`src/rtl/rse_pkg.sv`:
```
package rse_pkg;
   typedef enum logic [2:0] {
      ST_IDLE, ST_RD_LOW, ST_RD_WAIT, ST_RD_REC, ST_WR_LOW, ST_WR_REL
   } rse_state_e;

   // packed order gives bit2 = dir, bit1 = cmp, bit0 = id
   typedef struct packed {
      logic dir;
      logic cmp;
      logic id;
   } rse_status_t;
endpackage

```
`src/rtl/rse_phase_timer.sv`:
```
module rse_phase_timer #(
   parameter int CW = 16
) (
   input  logic          clk,
   input  logic          rst_n,
   input  logic          load,
   input  logic [CW-1:0] load_val,
   output logic          expired
);
   logic [CW-1:0] cnt;

   // a phase loaded with N lasts N cycles; expired in its last one
   always_ff @(posedge clk or negedge rst_n) begin
      if (!rst_n)           cnt <= '0;
      else if (load)        cnt <= load_val - 1'b1;
      else if (cnt != '0)   cnt <= cnt - 1'b1;
   end

   assign expired = (cnt == '0);
endmodule

```
`src/rtl/rse_dir_decide.sv`:
```
module rse_dir_decide
   import rse_pkg::*;
(
   input  logic        id_bit,
   input  logic        cmp_bit,
   input  logic        pref_dir,
   output rse_status_t result,
   output logic        no_response
);
   always_comb begin
      no_response = id_bit & cmp_bit;
      if (no_response)
         result = '{dir: 1'b0, cmp: 1'b1, id: 1'b1};
      else if (!id_bit && !cmp_bit)
         result = '{dir: pref_dir, cmp: 1'b0, id: 1'b0};
      else
         result = '{dir: id_bit, cmp: cmp_bit, id: id_bit};
   end
endmodule

```
`src/rtl/rom_step_engine.sv`:
```
module rom_step_engine
   import rse_pkg::*;
#(
   parameter int TICKS_PER_US = 200,
   parameter int SHORT_LOW_US = 6,
   parameter int SAMPLE_US    = 9,
   parameter int RD_REC_US    = 55,
   parameter int LONG_LOW_US  = 60,
   parameter int WR0_REL_US   = 10,
   parameter int WR1_REL_US   = 64
) (
   input  logic       clk,
   input  logic       rst_n,
   input  logic       start,
   input  logic       dir_in,
   input  logic       line_in,
   output logic       drive_low,
   output logic       busy,
   output logic       done,
   output logic [2:0] status
);
   localparam int T_SHORT  = SHORT_LOW_US * TICKS_PER_US;
   localparam int T_SAMPLE = SAMPLE_US    * TICKS_PER_US;
   localparam int T_RDREC  = RD_REC_US    * TICKS_PER_US;
   localparam int T_LONG   = LONG_LOW_US  * TICKS_PER_US;
   localparam int T_W0REL  = WR0_REL_US   * TICKS_PER_US;
   localparam int T_W1REL  = WR1_REL_US   * TICKS_PER_US;
   localparam int T_MAX_A  = (T_LONG > T_W1REL) ? T_LONG : T_W1REL;
   localparam int T_MAX    = (T_MAX_A > T_RDREC) ? T_MAX_A : T_RDREC;
   localparam int CW       = $clog2(T_MAX + 1);

   generate
      if (TICKS_PER_US < 1) begin : g_bad_rate
         $error("TICKS_PER_US must be at least 1");
      end
      if (SHORT_LOW_US < 1 || SAMPLE_US < 1 || RD_REC_US < 1 ||
          WR0_REL_US < 1 || WR1_REL_US < 1) begin : g_bad_phase
         $error("every slot phase must last at least 1 us");
      end
      if (LONG_LOW_US <= SHORT_LOW_US) begin : g_bad_order
         $error("a written 0 must hold the line longer than a written 1");
      end
   endgenerate

   rse_state_e  state_q, state_d;
   logic        second_q, pref_q, id_q, cmp_q, wbit_q, done_q;
   rse_status_t stat_q, verdict;
   logic        no_resp, tmr_exp, tmr_load;
   logic [CW-1:0] tmr_val;

   rse_phase_timer #(.CW(CW)) u_timer (
      .clk      (clk),
      .rst_n    (rst_n),
      .load     (tmr_load),
      .load_val (tmr_val),
      .expired  (tmr_exp)
   );

   rse_dir_decide u_decide (
      .id_bit      (id_q),
      .cmp_bit     (cmp_q),
      .pref_dir    (pref_q),
      .result      (verdict),
      .no_response (no_resp)
   );

   always_comb begin
      state_d  = state_q;
      tmr_load = 1'b0;
      tmr_val  = CW'(T_SHORT);
      unique case (state_q)
         ST_IDLE:
            if (start) begin
               state_d  = ST_RD_LOW;
               tmr_load = 1'b1;
               tmr_val  = CW'(T_SHORT);
            end
         ST_RD_LOW:
            if (tmr_exp) begin
               state_d  = ST_RD_WAIT;
               tmr_load = 1'b1;
               tmr_val  = CW'(T_SAMPLE);
            end
         ST_RD_WAIT:
            if (tmr_exp) begin
               state_d  = ST_RD_REC;
               tmr_load = 1'b1;
               tmr_val  = CW'(T_RDREC);
            end
         ST_RD_REC:
            if (tmr_exp) begin
               tmr_load = 1'b1;
               if (!second_q) begin
                  state_d = ST_RD_LOW;
                  tmr_val = CW'(T_SHORT);
               end else if (no_resp) begin
                  state_d = ST_IDLE;
               end else begin
                  state_d = ST_WR_LOW;
                  tmr_val = verdict.dir ? CW'(T_SHORT) : CW'(T_LONG);
               end
            end
         ST_WR_LOW:
            if (tmr_exp) begin
               state_d  = ST_WR_REL;
               tmr_load = 1'b1;
               tmr_val  = wbit_q ? CW'(T_W1REL) : CW'(T_W0REL);
            end
         ST_WR_REL:
            if (tmr_exp) state_d = ST_IDLE;
         default: state_d = ST_IDLE;
      endcase
   end

   always_ff @(posedge clk or negedge rst_n) begin
      if (!rst_n) begin
         state_q  <= ST_IDLE;
         second_q <= 1'b0;
         pref_q   <= 1'b0;
         id_q     <= 1'b0;
         cmp_q    <= 1'b0;
         wbit_q   <= 1'b0;
         done_q   <= 1'b0;
         stat_q   <= '0;
      end else begin
         state_q <= state_d;
         done_q  <= 1'b0;
         if (state_q == ST_IDLE && start) begin
            pref_q   <= dir_in;
            second_q <= 1'b0;
         end
         if (state_q == ST_RD_WAIT && tmr_exp) begin
            if (second_q) cmp_q <= line_in;
            else          id_q  <= line_in;
         end
         if (state_q == ST_RD_REC && tmr_exp) begin
            second_q <= 1'b1;
            wbit_q   <= verdict.dir;
            if (second_q && no_resp) begin
               stat_q <= verdict;
               done_q <= 1'b1;
            end
         end
         if (state_q == ST_WR_REL && tmr_exp) begin
            stat_q <= verdict;
            done_q <= 1'b1;
         end
      end
   end

   assign drive_low = (state_q == ST_RD_LOW) || (state_q == ST_WR_LOW);
   assign busy      = (state_q != ST_IDLE);
   assign done      = done_q;
   assign status    = stat_q;
endmodule

```
`config.mk`:
```
export PLATFORM = sky130hd
export DESIGN_NAME = rom_step_engine
export DESIGN_NICKNAME = d
export VERILOG_FILES = /design/src/rtl/rse_pkg.sv /design/src/rtl/rse_phase_timer.sv /design/src/rtl/rse_dir_decide.sv /design/src/rtl/rom_step_engine.sv
export SDC_FILE = /design/constraint.sdc
export NUM_CORES = 1
export LEC_CHECK = 0
export BUFFER_PORTS_ARGS = -buffer_cell sky130_fd_sc_hd__buf_2
export CAP_MARGIN = 20
export CORE_ASPECT_RATIO = 1.25
export CORE_MARGIN = 5
export CORE_UTILIZATION = 55
export CTS_CLUSTER_SIZE = 20
export DETAILED_ROUTE_END_ITERATION = 6
export GPL_ROUTABILITY_DRIVEN = 0
export PLACE_DENSITY = 0.83
export SYNTH_ARGS = -nofsm -noshare
export SYNTH_HDL_FRONTEND = slang
export SYNTH_HIERARCHICAL = 1
export SYNTH_SLANG_ARGS = --single-unit
```
`constraint.sdc`:
```
create_clock -name clk -period 4.2 [get_ports clk]
set_input_delay 0.63 -clock clk [delete_from_list [all_inputs] [get_ports clk]]
set_output_delay 0.63 -clock clk [all_outputs]
set_load 0.02 [all_outputs]
```
==> impl_metrics.csv <==
group,metric,value,unit
outcome,status,"finished, final reports clean",
sta,fmax,0.268,GHz
route,drc,0,
clock_tree,root_buffer,"clkbuf_8",
critical_path,cp_data_required_time,4.37,ns
yosys,synth_area,1890,um2
pwr,clkPwrFrac,21.3,%
yosys,synth_ff_type,"dfrtp_1",
critical_path,cp_max_fo,13,
clock_tree,cts.hold.buffers_added,0,
sta,period_needed,3.73,ns
clock_tree,clk-insertion-delay-late,0.28,ns
route,wl,4210,um
pwr,p_seq_share,39.8,%
clock_tree,clock_path_buffers,2,
yosys,synth_top_family_by_area,"simple AND/OR/NAND/NOR gates",
clock_tree,numCtsBuffers,3,
yosys,synth_seq_cells,26,
yosys,synth_warnings,6,
yosys,yosys.area_share.simple,27.7,%
clock_tree,clk_pin_slew,0.10,ns
placed_design,place_hpwl,3190,um
yosys,async_flop_share,100,%
sta,slew_viol_final,0,
critical_path,arrival,3.89,ns
route,drtIter0Drc,87,
final_layout,post_route_cells_drive_above_1_share,15.4,%
yosys,synth_edf_count,0,
pwr,comb_power_share,38.9,%
route,dr.pass1.iters,4,
floorplanning,initial_utilization,58.1,%
global_route,grt_pass1_vias,1670,
yosys,syn-mean-instance-area,8.83,um2
critical_path,crit_path_start,"u_timer/cnt[2]",
floorplanning,fp.dieH,75.5,um
global_route,antenna_found_initial,0,
sta,holdWs,0.346,ns
route,vias,1645,
clock_tree,clock-sinks,26,
yosys,synth.top_cell.area_share,34.4,%
sta,tns,0,ns
yosys,synth_compound_area_share,19.7,%
sta,hold_viol_final,0,
sta,max_slew_margin,60.0,%
critical_path,critPathSlowestCell,"a21oi_2",
route,avgViaCountPerCell,6.21,
global_route,grt_pass1_wl,7590,um
yosys,ys_top_cells_by_area,"dfrtp_1 (34%), xor2_1 (3.7%), nor2_1 (3.6%)",
job,maxCapViolations,0,
yosys,synth_cells,214,
pwr,power,0.987,mW
yosys,synth_mux_area_share,5.89,%
yosys,synth_seq_area_share,34.4,%
critical_path,start_kind,"register",
critical_path,crit_family,"simple AND/OR/NAND/NOR gates",
yosys,synth_top_cell_by_area,"dfrtp_1",
critical_path,path_common_cell,"mux2i_1",
pwr,switchingPower,0.351,mW
critical_path,crit_chain,"or3_4 -> nor3_1 -> nand3_1 -> inv_1 -> mux2i_1 -> a21oi_2 -> mux2i_1 -> ha_1 -> o221ai_1 -> nor3b_2 -> xor2_1 -> a22o_1",
critical_path,crit_path_end_kind,"register",
yosys,synthAdderAreaFrac,0.662,%
critical_path,crit_type,"reg -> reg",
pwr,ir_drop,0.000291,V
critical_path,reg2reg_from,"u_timer/cnt[2]",
pwr,sw_frac_of_total,35.5,%
global_route,grt-ovfl-total,0,
floorplanning,die_area,4710,um2
clock_tree,cts_tree,"built",
final_layout,diodes,0,
floorplanning,die-width,62.4,um
critical_path,cpPeakStageDelay,0.47,ns
route,wl_per_cell,15.9,um
pwr,p_leak,0.882,nW
sta,setup_violations,0,
sta,fin_crit_sh,88.7,%
sta,skew,0.00813,ns
sta,worstMarginPinSlew,0.599,ns
route,postRouteAntennaNets,0,
global_route,grt_max_degree,27,
critical_path,r2r_slack,0.47,ns
floorplanning,core_area,3250,um2
final_layout,syn_to_final_growth,9.87,%
clock_tree,cts_resized,0,
floorplanning,ioPinCount,11,
critical_path,path_buf_inv,1,
yosys,synth.distinct_cells,61,
global_route,track_usage,19.7,%
clock_tree,htree_levels,1,
pwr,intPower,0.636,mW
pwr,cellPowerDensity,475,nW/um2
clock_tree,post_cts_buffers,0,
floorplanning,rows,23,
sta,rsz0062_at_grt,"false",
yosys,synth_xor_area_share,6.95,%
final_layout,nNetsFinal,235,
placed_design,portBuffers,10,
hold_path,hp-class,"in -> async",
-- power groups by stage --
stage	clock [mW]	combinational [mW]	sequential, mW
4_1_cts	0.217	0.386	0.393
2_1_floorplan	0	0.324	0.377
6_report	0.211	0.384	0.393
3_3_place_gp	0	0.376	0.395
5_1_grt	0.225	0.433	0.404
3_5_place_dp	0	0.383	0.398
-- worst paths after layout --
check,cells past startpoint,endpoint
worst max-delay path,12,u_timer/cnt[10]
worst min-delay path,1,u_timer/cnt[3]
worst max register to register,12,u_timer/cnt[10]
worst min register to register,2,status[1]
max in group asynchronous,1,u_timer/cnt[8]
min in group clk,2,status[1]
-- per-layer routing --
metal	vias to the layer above	track usage [%]	share of wire (%)
met5	-	0	0
met4	0	7.08	0.90
met3	4	2.51	3.1
met2	32	36.3	53
met1	811	23.8	43
li1	798	-	-
-- through the flow --
stage	utilization [%]	worst slack (ns)	cell area (um2)	cells
after global placement	61.6	0.652	2000	261
after floorplan	-	0.0651	1920	220
final	63.8	0.474	2080	265
after CTS	63.8	0.500	2080	265
after global routing	63.8	0.0927	2080	265
after detailed placement	61.6	0.515	2000	261
-- worst register-to-register path, stage by stage, from the launching register on --
cell      delay, ns
dfrtp_1        0.42
or3_4          0.41
nor3_1         0.33
nand3_1        0.25
inv_1          0.15
mux2i_1        0.10
a21oi_2        0.47
mux2i_1        0.29
ha_1           0.27
o221ai_1       0.29
nor3b_2        0.33
xor2_1         0.10
a22o_1         0.21
-- layout make-up --
type / count / area, um2
Multi-Input combinational cell: 176 / 1190
Fill cell: 285 / 1180
Sequential cell: 26 / 651
Timing Repair Buffer: 17 / 103
Tap cell: 37 / 46.3
Clock buffer: 3 / 41.3
Clock inverter: 1 / 30.0
Inverter: 5 / 18.8
-- cells in the mapped netlist, types with 5 or more instances --
cell type and count:
clkbuf_1 5, nand3_1 8, a21oi_1 10, nand2_1 16, nor2_1 18, dfrtp_1 26
xor2_1 8, nand2b_1 7, or3_1 7, xnor2_1 7, nor3_1 11
-- state kept, by name (all words and copies together) (netlist names) --
register and count:
cmp_q 1, done 1, id_q 1, pref_q 1, second_q 1, state_q 3, status 3, u_timer/cnt 14
wbit_q 1
-- kinds of logic (layout without fill, tap and decap cells) --
family / after synthesis / count (layout)
buffers and inverters: 18 / 26
AOI/OAI and AO/OA: 50 / 50
DFF: 26 / 26
other: 1 / 7
adders and majority gates: 1 / 1
xor gates and xnor gates: 15 / 15
and+or+nand+nor: 93 / 93
muxes: 10 / 10
-- cells in the final DEF (no fill, tap or decap), types with 7 or more instances in the layout --
cell type,n
buf_4,7
xnor2_1,7
a21oi_1,9
nand3_1,8
nor2_1,18
nand2b_1,7
dfrtp_1,26
buf_2,10
or3_1,7
nor3_1,11
nand2_1,16
xor2_1,8
conb_1,7
Power figures use the tool's default switching activity.
